--- config.mk ---
export PLATFORM = sky130hd
export DESIGN_NAME = mse_outlier_scorer
export DESIGN_NICKNAME = d
export VERILOG_FILES = /design/src/rtl/mse_pkg.sv /design/src/rtl/mse_sqdiff.sv /design/src/rtl/mse_accum.sv /design/src/rtl/mse_divider.sv /design/src/rtl/mse_outlier_scorer.sv
export SDC_FILE = /design/constraint.sdc
export NUM_CORES = 1
export LEC_CHECK = 0
export BUFFER_PORTS_ARGS = -buffer_cell sky130_fd_sc_hd__buf_2
export CORE_MARGIN = 2
export CORE_UTILIZATION = 60
export CTS_CLUSTER_DIAMETER = 80
export DETAILED_ROUTE_END_ITERATION = 10
export GPL_ROUTABILITY_DRIVEN = 0
export HOLD_SLACK_MARGIN = 0.12
export PLACE_DENSITY = 0.81
export SETUP_SLACK_MARGIN = 0.4
export SYNTH_ARGS = -nofsm -noshare
export SYNTH_HDL_FRONTEND = slang
export SYNTH_SLANG_ARGS = --single-unit
--- constraint.sdc ---
create_clock -name clk -period 27.4 [get_ports clk]
set_input_delay 2.74 -clock clk [delete_from_list [all_inputs] [get_ports clk]]
set_output_delay 2.74 -clock clk [all_outputs]
set_load 0.005 [all_outputs]
--- src/rtl/mse_pkg.sv ---
package mse_pkg;
   // Number of bits needed to count 0..n inclusive.
   function automatic int count_bits(input int n);
      return (n < 1) ? 1 : $clog2(n + 1);
   endfunction
endpackage

--- src/rtl/mse_sqdiff.sv ---
module mse_sqdiff #(
   parameter int DATA_W = 18
) (
   input  logic [DATA_W-1:0]   x_i,
   input  logic [DATA_W-1:0]   z_i,
   output logic [2*DATA_W-1:0] sq_o
);
   localparam int SQ_W = 2 * DATA_W;

   logic [DATA_W-1:0] mag;

   // Absolute difference first, so the multiplier is unsigned.
   always_comb begin
      mag  = (x_i >= z_i) ? (x_i - z_i) : (z_i - x_i);
      sq_o = SQ_W'(mag) * SQ_W'(mag);
   end
endmodule

--- src/rtl/mse_accum.sv ---
module mse_accum
   import mse_pkg::*;
#(
   parameter int DATA_W   = 18,
   parameter int NUM_FEAT = 122,
   parameter int ACC_W    = 43
) (
   input  logic                  clk,
   input  logic                  rst_n,
   input  logic                  pair_v,
   input  logic [2*DATA_W-1:0]   sq,
   output logic                  vec_done,
   output logic [ACC_W-1:0]      vec_total,
   output logic                  vec_sat
);
   localparam int SQ_W   = 2 * DATA_W;
   localparam int CNT_W  = count_bits(NUM_FEAT);
   localparam int FULL_W = SQ_W + CNT_W;

   logic [ACC_W-1:0] acc_q;
   logic [ACC_W-1:0] sum;
   logic [CNT_W-1:0] cnt_q;
   logic             ovf;
   logic             sat_q;
   logic             last;

   generate
      if (ACC_W >= FULL_W) begin : g_wide
         // The sum can never exceed the register: no saturation logic.
         assign sum = acc_q + ACC_W'(sq);
         assign ovf = 1'b0;
      end else begin : g_sat
         logic [ACC_W:0] wide;
         assign wide = {1'b0, acc_q} + (ACC_W + 1)'(sq);
         assign ovf  = wide[ACC_W];
         assign sum  = ovf ? {ACC_W{1'b1}} : wide[ACC_W-1:0];
      end
   endgenerate

   assign last = pair_v && (cnt_q == CNT_W'(NUM_FEAT - 1));

   always_ff @(posedge clk) begin
      if (!rst_n) begin
         acc_q     <= '0;
         cnt_q     <= '0;
         sat_q     <= 1'b0;
         vec_done  <= 1'b0;
         vec_total <= '0;
         vec_sat   <= 1'b0;
      end else begin
         vec_done <= last;
         if (last) begin
            vec_total <= sum;
            vec_sat   <= sat_q | ovf;
            acc_q     <= '0;
            cnt_q     <= '0;
            sat_q     <= 1'b0;
         end else if (pair_v) begin
            acc_q <= sum;
            cnt_q <= cnt_q + CNT_W'(1);
            sat_q <= sat_q | ovf;
         end
      end
   end


   cnt_bound_chk: assert property (@(posedge clk) disable iff (!rst_n)
      cnt_q < CNT_W'(NUM_FEAT));

   acc_clear_chk: assert property (@(posedge clk) disable iff (!rst_n)
      vec_done |-> (acc_q == '0 || pair_v) && (cnt_q <= CNT_W'(1)));

   no_wrap_chk: assert property (@(posedge clk) disable iff (!rst_n)
      (pair_v && !last) |=> acc_q >= $past(acc_q));

   idle_hold_chk: assert property (@(posedge clk) disable iff (!rst_n)
      !pair_v |=> $stable(acc_q) && $stable(cnt_q));
endmodule

--- src/rtl/mse_divider.sv ---
module mse_divider
   import mse_pkg::*;
#(
   parameter int ACC_W    = 43,
   parameter int FRAC_W   = 16,
   parameter int NUM_FEAT = 122
) (
   input  logic                      clk,
   input  logic                      rst_n,
   input  logic                      start,
   input  logic [ACC_W-1:0]          dividend,
   input  logic                      sat_in,
   output logic                      fin,
   output logic [ACC_W-FRAC_W-1:0]   quot,
   output logic                      sat_out
);
   localparam int SCORE_W = ACC_W - FRAC_W;
   localparam int CNT_W   = count_bits(NUM_FEAT);
   localparam int DIVW    = FRAC_W + CNT_W;
   localparam int DW      = DIVW + 1;
   localparam int IT_W    = count_bits(SCORE_W);
   localparam logic [DW-1:0] DIVISOR = DW'(NUM_FEAT) << FRAC_W;

   logic               busy_q;
   logic [IT_W-1:0]    it_q;
   logic [DIVW-1:0]    rem_q;
   logic [DIVW-1:0]    rem_n;
   logic [SCORE_W-1:0] dvd_q;
   logic [SCORE_W-1:0] q_q;
   logic [SCORE_W-1:0] q_n;
   logic [DW-1:0]      trial;
   logic               ge;

   // One restoring step per cycle. The top FRAC_W dividend bits are below
   // the divisor, so they seed the remainder and only SCORE_W steps remain.
   always_comb begin
      trial = {rem_q, dvd_q[SCORE_W-1]};
      ge    = (trial >= DIVISOR);
      rem_n = ge ? DIVW'(trial - DIVISOR) : trial[DIVW-1:0];
      q_n   = {q_q[SCORE_W-2:0], ge};
   end

   assign fin  = busy_q && (it_q == IT_W'(1));
   assign quot = q_n;

   always_ff @(posedge clk) begin
      if (!rst_n) begin
         busy_q  <= 1'b0;
         it_q    <= '0;
         rem_q   <= '0;
         dvd_q   <= '0;
         q_q     <= '0;
         sat_out <= 1'b0;
      end else if (start) begin
         busy_q  <= 1'b1;
         it_q    <= IT_W'(SCORE_W);
         rem_q   <= DIVW'(dividend[ACC_W-1 -: FRAC_W]);
         dvd_q   <= dividend[SCORE_W-1:0];
         q_q     <= '0;
         sat_out <= sat_in;
      end else if (busy_q) begin
         rem_q <= rem_n;
         dvd_q <= dvd_q << 1;
         q_q   <= q_n;
         it_q  <= it_q - IT_W'(1);
         if (fin) busy_q <= 1'b0;
      end
   end


   start_idle_chk: assert property (@(posedge clk) disable iff (!rst_n)
      start |-> !busy_q);

   rem_range_chk: assert property (@(posedge clk) disable iff (!rst_n)
      busy_q |-> DW'(rem_q) < DIVISOR);

   fin_stop_chk: assert property (@(posedge clk) disable iff (!rst_n)
      fin |=> !busy_q);
endmodule

--- src/rtl/mse_outlier_scorer.sv ---
module mse_outlier_scorer
   import mse_pkg::*;
#(
   parameter int DATA_W   = 18,
   parameter int FRAC_W   = 16,
   parameter int NUM_FEAT = 122,
   parameter int ACC_W    = 2 * DATA_W + count_bits(NUM_FEAT),
   localparam int SCORE_W = ACC_W - FRAC_W
) (
   input  logic               clk,
   input  logic               rst_n,
   input  logic               pair_valid,
   input  logic [DATA_W-1:0]  feat_x,
   input  logic [DATA_W-1:0]  feat_z,
   input  logic [SCORE_W-1:0] threshold,
   output logic               verdict_valid,
   output logic               anomalous,
   output logic [SCORE_W-1:0] score
);
   generate
      if (FRAC_W < 16)        begin : g_bad_frac $error("FRAC_W must be at least 16"); end
      if (DATA_W <= FRAC_W)   begin : g_bad_data $error("DATA_W must exceed FRAC_W"); end
      if (ACC_W < 2 * DATA_W) begin : g_bad_acc  $error("ACC_W must hold one square"); end
      if (NUM_FEAT < 1)       begin : g_bad_num  $error("NUM_FEAT must be positive"); end
   endgenerate

   logic [2*DATA_W-1:0] sq;
   logic                vec_done;
   logic [ACC_W-1:0]    vec_total;
   logic                vec_sat;
   logic                fin;
   logic [SCORE_W-1:0]  quot;
   logic                sat_d;

   mse_sqdiff #(.DATA_W(DATA_W)) u_sq (
      .x_i (feat_x),
      .z_i (feat_z),
      .sq_o(sq)
   );

   mse_accum #(.DATA_W(DATA_W), .NUM_FEAT(NUM_FEAT), .ACC_W(ACC_W)) u_acc (
      .clk      (clk),
      .rst_n    (rst_n),
      .pair_v   (pair_valid),
      .sq       (sq),
      .vec_done (vec_done),
      .vec_total(vec_total),
      .vec_sat  (vec_sat)
   );

   mse_divider #(.ACC_W(ACC_W), .FRAC_W(FRAC_W), .NUM_FEAT(NUM_FEAT)) u_div (
      .clk     (clk),
      .rst_n   (rst_n),
      .start   (vec_done),
      .dividend(vec_total),
      .sat_in  (vec_sat),
      .fin     (fin),
      .quot    (quot),
      .sat_out (sat_d)
   );

   always_ff @(posedge clk) begin
      if (!rst_n) begin
         verdict_valid <= 1'b0;
         anomalous     <= 1'b0;
         score         <= '0;
      end else begin
         verdict_valid <= fin;
         if (fin) begin
            score     <= quot;
            anomalous <= sat_d | (quot > threshold);
         end
      end
   end


   strobe_pulse_chk: assert property (@(posedge clk) disable iff (!rst_n)
      verdict_valid |=> !verdict_valid);

   hold_between_chk: assert property (@(posedge clk) disable iff (!rst_n)
      !verdict_valid |-> $stable(score) && $stable(anomalous));

   sat_verdict_chk: assert property (@(posedge clk) disable iff (!rst_n)
      (fin && sat_d) |=> anomalous);
endmodule

==> impl_metrics.env, run 1 <==
export IMPL_crit_type="input port to flip-flop"
export IMPL_clock_fmax_ghz=0.0833
export IMPL_slew_headroom_pct=26.7
export IMPL_final_hold_violation_count=0
export IMPL_min_to="score[19]$_SDFFE_PN0P_"
export IMPL_maxCapViolCount=0
export IMPL_io_pins=95
export IMPL_yosysTopAreaCell="fa_1"
export IMPL_async_flop_share_pct=0
export IMPL_syn_area_per_cell_sq_um=8.49
export IMPL_core_area_sq_um=34300
export IMPL_synth_cell_types=75
export IMPL_fin_skew_ns=0.0138
export IMPL_r2r_start="u_acc.acc_q[12]$_SDFFE_PP0P_"
export IMPL_post_route_period_util_pct=43.8
export IMPL_final_cell_mix="inv_1, nor2_1, nand2_1"
export IMPL_final_max_slew_viol_count=0
export IMPL_grt_max_degree=93
export IMPL_tns_ns=0
export IMPL_final_cell_area_sq_um=22100
export IMPL_nNetsFinal=2971
export IMPL_clockBufferDepth=3
export IMPL_n_fill_cell=2820
export IMPL_num_vias=16400
export IMPL_ant_nets=0
export IMPL_critical_path_max_stage_delay_ns=0.74
export IMPL_ys_top_cells_by_area="fa_1, dfxtp_1, ha_1"
export IMPL_ys_seq_area_share_pct=19.8
export IMPL_antenna_found_initial=0
export IMPL_end_kind="flip-flop"
export IMPL_area_delta_synth_final_pct=6.66
export IMPL_firstDrtPassIters=6
export IMPL_status="complete, no violations"
export IMPL_critPathLaunch="feat_x[5]"
export IMPL_placed_cell_area_sq_um=21500
export IMPL_cp_max_fo=20
export IMPL_wl_per_cell_microns=15.6
export IMPL_synthDominantCellAreaShare_pct=24.3
export IMPL_dieArea_sq_um=36000
export IMPL_rrSetupSlack_ns=21.85
export IMPL_worst_ep_arrival_time_ns=12.38
export IMPL_critPathLaunchType="input port"
export IMPL_timing_rr_end="u_acc.acc_q[41]$_SDFFE_PP0P_"
export IMPL_min_from="score[19]$_SDFFE_PN0P_"
export IMPL_grt_pass1_vias=16900
export IMPL_clock_latency_ns=0.49
export IMPL_drtIter0Drc=1073
export IMPL_wirelength_mm=45.7
export IMPL_fp_dieW_microns=190
export IMPL_viasPerCell=5.57
export IMPL_post_cts_resized=0
export IMPL_layout_min_cycle_time_ns=12.01
export IMPL_grt_ovfl_total=0
export IMPL_cts_sinks=205
export IMPL_cts_tree="built"
export IMPL_fin_hold_ws_ns=0.454
export IMPL_n_antenna_cell=0
export IMPL_cts_inserted_buffers=20
export IMPL_cp_required_ns=27.77
export IMPL_holdPathStages=2
export IMPL_ys_ff_latch=205
export IMPL_final_common_cell="inv_1"
export IMPL_cp_slowest_cell="xnor2_2"
export IMPL_setup_violations_final=0
export IMPL_htree_levels=1
export IMPL_synth_nets=2943
export IMPL_grt_usage_pct=26.3
export IMPL_num_rows=68
export IMPL_die_h_microns=190
export IMPL_rsz0062_at_grt="no"
export IMPL_worst_pin_slew_ns=1.10
export IMPL_ys_flop_type="dfxtp_1"
export IMPL_r2r_cells=18
export IMPL_syn_inst=2442
export IMPL_cts_root_buffer="clkbuf_16"
export IMPL_synth_edff_count=0
export IMPL_clkSlewWorstSetupHoldPaths_ns=0.06
export IMPL_grt_pass1_wl_mm=78.4
export IMPL_syn_area_sq_um=20700
export IMPL_cts_hold_buf=0
export IMPL_crit_top_cell="inv_1"
export IMPL_cts_setup_buffers=0
export IMPL_portBuffers=94
export IMPL_start_util_pct=60.4
export IMPL_final_util_pct=64.5
export IMPL_min_path_type="flip-flop to flip-flop"
export IMPL_hpwl_mm=35.8
export IMPL_drcViolationCount=0
export IMPL_drive_above_1_share_pct=7.85
export IMPL_ys_warn_count=0
through the flow:
| stage | setup WS (ns) | cells |
|---|---|---|
| 2_1_floorplan | 16.51 | 2442 |
| 3_3_place_gp | 15.42 | 2903 |
| 3_5_place_dp | 15.21 | 2903 |
| 4_1_cts | 15.65 | 2938 |
| 5_1_grt | 15.08 | 2938 |
| 6_report | 15.39 | 2938 |
final cells by class:
type	count	area, sq um	area share, %
clock buffers	29	584	2.64
inverters	488	1830	8.29
flip-flops and latches	205	4110	18.6
repair buffers	111	598	2.71
well taps	455	569	2.58
clock inverters	6	70.1	0.317
multi-input cells	1644	14300	64.9
registers in the layout (all words and copies together) (netlist names):
signal and count:
score 27, u_acc.vec_total 43, u_acc.cnt_q 7, u_div.rem_q 23
anomalous 1, u_acc.vec_done 1, u_div.busy_q 1, u_div.q_q 26
u_div.it_q 5, u_div.dvd_q 27, verdict_valid 1, u_acc.acc_q 43
worst max path at each step:
stage | to | slack [ns] | cells past startpoint
floorplan | u_acc.vec_total[40]$_SDFFE_PN0P_ | 16.51 | 33
global placement | u_acc.vec_total[40]$_SDFFE_PN0P_ | 15.42 | 34
detailed placement | u_acc.vec_total[42]$_SDFFE_PN0P_ | 15.21 | 34
CTS | u_acc.vec_total[42]$_SDFFE_PN0P_ | 15.65 | 34
global route | u_acc.vec_total[42]$_SDFFE_PN0P_ | 15.08 | 34
finish | u_acc.vec_total[42]$_SDFFE_PN0P_ | 15.39 | 34
cell usage after synthesis, types with 3 or more instances:
cell / n
inv_1: 476
nor2_1: 273
nand2_1: 262
fa_1: 252
dfxtp_1: 205
ha_1: 183
a21oi_1: 162
mux2i_1: 109
clkbuf_1: 64
a21o_1: 41
o21ai_0: 39
xnor2_1: 38
xor2_1: 31
a211oi_1: 22
nand3_1: 21
and2_1: 20
nand4_1: 20
buf_1: 18
buf_2: 15
nor2b_1: 15
a22o_1: 14
a31oi_1: 13
inv_2: 12
o211ai_1: 12
o21a_1: 12
mux2_2: 10
and3_1: 8
nand2b_1: 6
nor3_1: 6
a311oi_1: 4
and4_1: 4
buf_4: 4
xnor2_2: 4
xor2_2: 4
a221oi_1: 3
buf_6: 3
nor4_1: 3
o21bai_1: 3
o221ai_1: 3
o31a_1: 3
o31ai_1: 3
or3_1: 3
kinds of logic after synthesis:
group	Yosys count	share of synthesized area [%]
AOI/OAI and AO/OA	356	10.8
adders and majority gates	435	35.4
and+or+nand+nor	654	13.3
buffers and inverters	593	11.0
xor gates and xnor gates	78	3.68
muxes	121	5.99
DFF	205	19.8
layer usage:
metal  share of wire [%]  GRT usage, %  wire, microns
met2                  49          46.7          22500
met5                   0             0              0
met1                  41          33.1          18600
met3                 7.4          4.45           3390
met4                 2.7          7.57           1220
critical path, delay by kind of cell:
family | cells | cell delay [ns]
AOI/OAI and AO/OA | 7 | 1.41
xor gates and xnor gates | 2 | 0.90
muxes | 1 | 0.20
buffers and inverters | 9 | 0.79
adders and majority gates | 8 | 3.89
and+or+nand+nor | 7 | 2.42
Power of run 1 is left out: the tool's default activity adds up to more than one toggle a clock period on the data nets, which glitch-free logic cannot reach.
==> run 2: changes to the inputs <==
Clock period 27.4 ns to 11.9 ns, I/O delays scaled along.
==> impl_metrics.env, run 2 (same netlist as run 1, synthesis figures left out) <==
export IMPL_cts_tree="built"
export IMPL_cp_required_ns=12.29
export IMPL_clockBufferDepth=3
export IMPL_post_route_period_util_pct=89.0
export IMPL_grt_usage_pct=26.7
export IMPL_num_vias=16400
export IMPL_tns_ns=0
export IMPL_htree_levels=1
export IMPL_n_fill_cell=2790
export IMPL_cts_root_buffer="clkbuf_16"
export IMPL_crit_buf_inv=6
export IMPL_largestRegisters="u_acc.acc_q (43), u_acc.vec_total (43)"
export IMPL_clkSlewWorstSetupHoldPaths_ns=0.06
export IMPL_firstDrtPassIters=5
export IMPL_grt_pass1_vias=17000
export IMPL_instances_no_fill=2940
export IMPL_critPathLaunchType="input port"
export IMPL_fin_skew_ns=0.0147
export IMPL_ant_nets=0
export IMPL_cts_setup_buffers=0
export IMPL_cts_sinks=205
export IMPL_crit_type="input port to flip-flop"
export IMPL_n_antenna_cell=0
export IMPL_clock_fmax_ghz=0.0944
export IMPL_worst_pin_slew_ns=1.37
export IMPL_fp_dieW_microns=190
export IMPL_io_pins=95
export IMPL_cts_inserted_buffers=21
export IMPL_hpwl_mm=36.2
export IMPL_dp_cells=2901
export IMPL_critical_path_max_stage_delay_ns=1.07
export IMPL_clock_latency_ns=0.50
export IMPL_layout_min_cycle_time_ns=10.60
export IMPL_grt_max_degree=93
export IMPL_cp_slowest_cell="mux2i_2"
export IMPL_core_area_sq_um=34300
export IMPL_final_util_pct=64.7
export IMPL_drcViolationCount=0
export IMPL_grt_pass1_wl_mm=79.2
export IMPL_antenna_found_initial=0
export IMPL_start_util_pct=60.4
export IMPL_end_kind="flip-flop"
export IMPL_slew_headroom_pct=7.10
export IMPL_final_common_cell="inv_1"
export IMPL_status="complete, no violations"
export IMPL_num_rows=68
export IMPL_cts_hold_buf=0
export IMPL_nNetsFinal=2971
export IMPL_drive_above_1_share_pct=7.93
export IMPL_final_max_slew_viol_count=0
export IMPL_die_h_microns=190
export IMPL_crit_top_cell="fa_1"
export IMPL_final_hold_violation_count=0
export IMPL_place_ws_ns=0.864
export IMPL_viasPerCell=5.56
export IMPL_rsz0062_at_grt="no"
export IMPL_crit_family="adder cells"
export IMPL_wl_per_cell_microns=15.8
export IMPL_min_path_type="flip-flop to flip-flop"
export IMPL_area_delta_synth_final_pct=7.00
export IMPL_final_cell_mix="inv_1, nor2_1, nand2_1"
export IMPL_maxCapViolCount=0
export IMPL_post_cts_resized=0
export IMPL_dieArea_sq_um=36000
export IMPL_grt_ovfl_total=0
export IMPL_portBuffers=94
export IMPL_cp_max_fo=21
export IMPL_setup_violations_final=0
export IMPL_fin_ws_ns=1.30
export IMPL_drtIter0Drc=1125
export IMPL_worst_ep_arrival_time_ns=10.99
export IMPL_wirelength_mm=46.4
[run 2: cell count changes in the layout (fill, tap and decap cells not counted), sizes merged]
| cell | previous run | this run |
|---|---|---|
| inv | 487 | 488 |
| bufinv | 1 | 2 |
| clkbuf | 29 | 33 |
| clkinv | 6 | 3 |
| buf | 111 | 110 |
[run 2: worst register-to-register path, stage by stage (launching register included)]
cell      delay (ns)
dfxtp_1         0.35
inv_1           0.08
fa_1            0.54
inv_1           0.06
fa_1            0.50
inv_1           0.05
fa_1            0.48
fa_1            0.49
inv_1           0.04
ha_1            0.38
and3_1          0.32
a31oi_1         0.21
o41ai_1         0.77
a21oi_1         0.31
o221ai_1        0.43
nand2_1         0.12
xor2_1          0.15
a211oi_1        0.25
[run 2: final timing paths]
check | cells past startpoint | from | end | slack, ns
setup / recovery | 30 | feat_x[5] | u_acc.vec_total[42]$_SDFFE_PN0P_ | 1.30
hold reg to reg | 2 | score[1]$_SDFFE_PN0P_ | score[1]$_SDFFE_PN0P_ | 0.45
hold / removal | 2 | score[1]$_SDFFE_PN0P_ | score[1]$_SDFFE_PN0P_ | 0.45
setup reg to reg | 17 | u_acc.acc_q[11]$_SDFFE_PP0P_ | u_acc.vec_total[41]$_SDFFE_PN0P_ | 6.30
[run 2: metrics by stage]
stage / instance area [sq um] / hold slack (ns)
finish: 22200 / 0.451
CTS: 22200 / 0.453
floorplan: 20700 / 0.437
global placement: 21400 / 0.440
global route: 22200 / 0.469
detailed placement: 21400 / 0.445
[run 2: area by class of cell]
class / instances / area [sq um] / share of cell area [%]
Timing Repair Buffer: 110 / 591 / 2.66
Multi-Input combinational cell: 1644 / 14300 / 64.7
Tap cell: 455 / 569 / 2.57
Clock inverter: 5 / 82.6 / 0.372
Inverter: 488 / 1830 / 8.27
Sequential cell: 205 / 4110 / 18.5
Clock buffer: 33 / 651 / 2.93
[run 2: per-layer routing]
metal	wire length (microns)	share of wire [%]	GRT usage, %
met1	18900	41	33.4
met2	23000	50	47.4
met3	2810	6.1	3.71
met4	1700	3.7	9.27
met5	0	0	0
Power of run 2 is left out for the same reason.
==> run 3: changes to the inputs <==
Settings changed: ABC_AREA set to 1.
==> impl_metrics.env, run 3 <==
export IMPL_cts_tree="built"
export IMPL_r2r_cells=18
export IMPL_fp_dieW_microns=194
export IMPL_end_kind="flip-flop"
export IMPL_instances_no_fill=3415
export IMPL_htree_levels=1
export IMPL_syn_area_per_cell_sq_um=7.48
export IMPL_ant_nets=0
export IMPL_setup_violations_final=0
export IMPL_final_cell_mix="inv_1, nand2_1, nor2_1"
export IMPL_fin_ws_ns=2.88
export IMPL_min_path_type="flip-flop to flip-flop"
export IMPL_portBuffers=94
export IMPL_layout_min_cycle_time_ns=9.02
export IMPL_synthDominantCellAreaShare_pct=23.3
export IMPL_grt_pass1_vias=19500
export IMPL_ys_top_cells_by_area="fa_1, dfxtp_1, inv_1"
export IMPL_cts_root_buffer="clkbuf_16"
export IMPL_dieArea_sq_um=37700
export IMPL_grt_pass1_wl_mm=92.2
export IMPL_wirelength_mm=54.9
export IMPL_antenna_found_initial=1
export IMPL_wl_per_cell_microns=16.1
export IMPL_slew_headroom_pct=13.8
export IMPL_largestRegisters="u_acc.acc_q (43), u_acc.vec_total (43)"
export IMPL_drive_above_1_share_pct=8.02
export IMPL_final_common_cell="inv_1"
export IMPL_post_cts_resized=0
export IMPL_area_delta_synth_final_pct=6.77
export IMPL_synthTopCellsByCount="inv_1, nand2_1, nor2_1"
export IMPL_cp_slowest_cell="ha_1"
export IMPL_synth_cell_types=51
export IMPL_ys_seq_area_share_pct=18.9
export IMPL_endpoint="u_acc.acc_q[21]$_SDFFE_PP0P_"
export IMPL_cts_hold_buf=0
export IMPL_die_h_microns=194
export IMPL_critPathLaunchType="input port"
export IMPL_num_vias=19100
export IMPL_clockBufferDepth=3
export IMPL_place_ws_ns=2.57
export IMPL_maxCapViolCount=0
export IMPL_synth_most_common_cell="inv_1"
export IMPL_syn_inst=2896
export IMPL_rsz0062_at_grt="no"
export IMPL_final_max_slew_viol_count=0
export IMPL_r2r_start="u_acc.acc_q[12]$_SDFFE_PP0P_"
export IMPL_core_area_sq_um=35600
export IMPL_cp_required_ns=12.31
export IMPL_tns_ns=0
export IMPL_cp_max_fo=20
export IMPL_critical_path_max_stage_delay_ns=0.72
export IMPL_fin_skew_ns=0.0156
export IMPL_critPathLaunch="feat_x[0]"
export IMPL_synth_nets=3397
export IMPL_worst_ep_arrival_time_ns=9.43
export IMPL_start_util_pct=60.9
export IMPL_ys_warn_count=0
export IMPL_grt_max_degree=85
export IMPL_nNetsFinal=3441
export IMPL_rrSetupSlack_ns=7.17
export IMPL_cts_sinks=205
export IMPL_grt_usage_pct=29.5
export IMPL_post_route_period_util_pct=75.8
export IMPL_clkSlewWorstSetupHoldPaths_ns=0.06
export IMPL_clock_latency_ns=0.51
export IMPL_io_pins=95
export IMPL_final_hold_violation_count=0
export IMPL_ys_flop_type="dfxtp_1"
export IMPL_drcViolationCount=0
export IMPL_cts_setup_buffers=0
export IMPL_ys_ff_latch=205
export IMPL_viasPerCell=5.59
export IMPL_hpwl_mm=43.2
export IMPL_firstDrtPassIters=9
export IMPL_syn_area_sq_um=21700
export IMPL_async_flop_share_pct=0
export IMPL_n_fill_cell=3000
export IMPL_num_rows=69
export IMPL_fin_hold_ws_ns=0.460
export IMPL_dp_cells=3377
export IMPL_worst_pin_slew_ns=1.29
export IMPL_n_antenna_cell=0
export IMPL_status="complete, no violations"
export IMPL_yosysTopAreaCell="fa_1"
export IMPL_drtIter0Drc=1577
export IMPL_crit_type="input port to flip-flop"
export IMPL_synth_edff_count=0
export IMPL_grt_ovfl_total=0
export IMPL_timing_rr_end="u_acc.acc_q[21]$_SDFFE_PP0P_"
export IMPL_cts_inserted_buffers=22
export IMPL_clock_fmax_ghz=0.111
export IMPL_crit_top_cell="inv_1"
[run 3: cell types whose count changed in the layout (fill, tap and decap cells not counted), moves of 20 or more]
cell / before / now
mux2i_1: 108 / 0
nor3_1: 6 / 48
o21ai_0: 39 / 126
inv_2: 11 / 31
o221ai_1: 3 / 40
inv_1: 476 / 655
nand2_1: 262 / 567
nand3_1: 21 / 85
a21o_1: 41 / 10
[run 3: cell families (layout without fill, tap and decap cells)]
kind of cell / count (synthesis) / after routing / share of synthesized area, %
flops: 205 / 205 / 18.9
compound gates: 384 / 384 / 10.4
fa+ha+maj: 435 / 435 / 33.8
buf+inv: 774 / 832 / 13.9
xor+xnor: 55 / 55 / 2.22
simple gates: 1043 / 1043 / 20.7
[run 3: metal layers]
layer	routed length (microns)	global-route usage, %
met5	18	0
met4	1960	10.0
met3	4720	4.63
met2	25900	50.1
met1	22300	38.4
[run 3: per-stage QoR]
stage               cell area (sq um)  util (%)
finish                          23100      65.1
detailed placement              22400      62.9
CTS                             23100      65.1
floorplan                       21700         -
global placement                22400      62.9
global route                    23100      65.1
[run 3: worst max-delay path: cells and delay by family]
kind	cells	cell delay, ns
AO/OA/AOI/OAI	4	0.86
XOR/XNOR	1	0.41
buffers and inverters	10	1.10
adder cells (fa/ha/maj)	8	4.09
AND/OR/NAND/NOR	10	1.75
[run 3: how the worst min path moves through the flow]
stage	from	cells after the start	slack [ns]	endpoint
4_1_cts	u_acc.vec_total[35]$_SDFFE_PN0P_	2	0.46	u_acc.vec_total[35]$_SDFFE_PN0P_
6_report	u_acc.vec_total[35]$_SDFFE_PN0P_	2	0.46	u_acc.vec_total[35]$_SDFFE_PN0P_
3_3_place_gp	u_acc.vec_total[25]$_SDFFE_PN0P_	2	0.44	u_acc.vec_total[25]$_SDFFE_PN0P_
2_1_floorplan	u_acc.vec_total[25]$_SDFFE_PN0P_	2	0.42	u_acc.vec_total[25]$_SDFFE_PN0P_
5_1_grt	u_acc.vec_total[35]$_SDFFE_PN0P_	2	0.48	u_acc.vec_total[35]$_SDFFE_PN0P_
3_5_place_dp	u_acc.vec_total[35]$_SDFFE_PN0P_	2	0.45	u_acc.vec_total[35]$_SDFFE_PN0P_
[run 3: final cells by class]
cell class / count / area (sq um) / area share (%)
Multi-Input combinational cell: 1917 / 14600 / 62.9
Clock buffer: 30 / 641 / 2.77
Tap cell: 461 / 577 / 2.49
Timing Repair Buffer: 104 / 546 / 2.36
Sequential cell: 205 / 4100 / 17.7
Clock inverter: 8 / 119 / 0.514
Inverter: 690 / 2590 / 11.2
Power of run 3 is left out for the same reason.
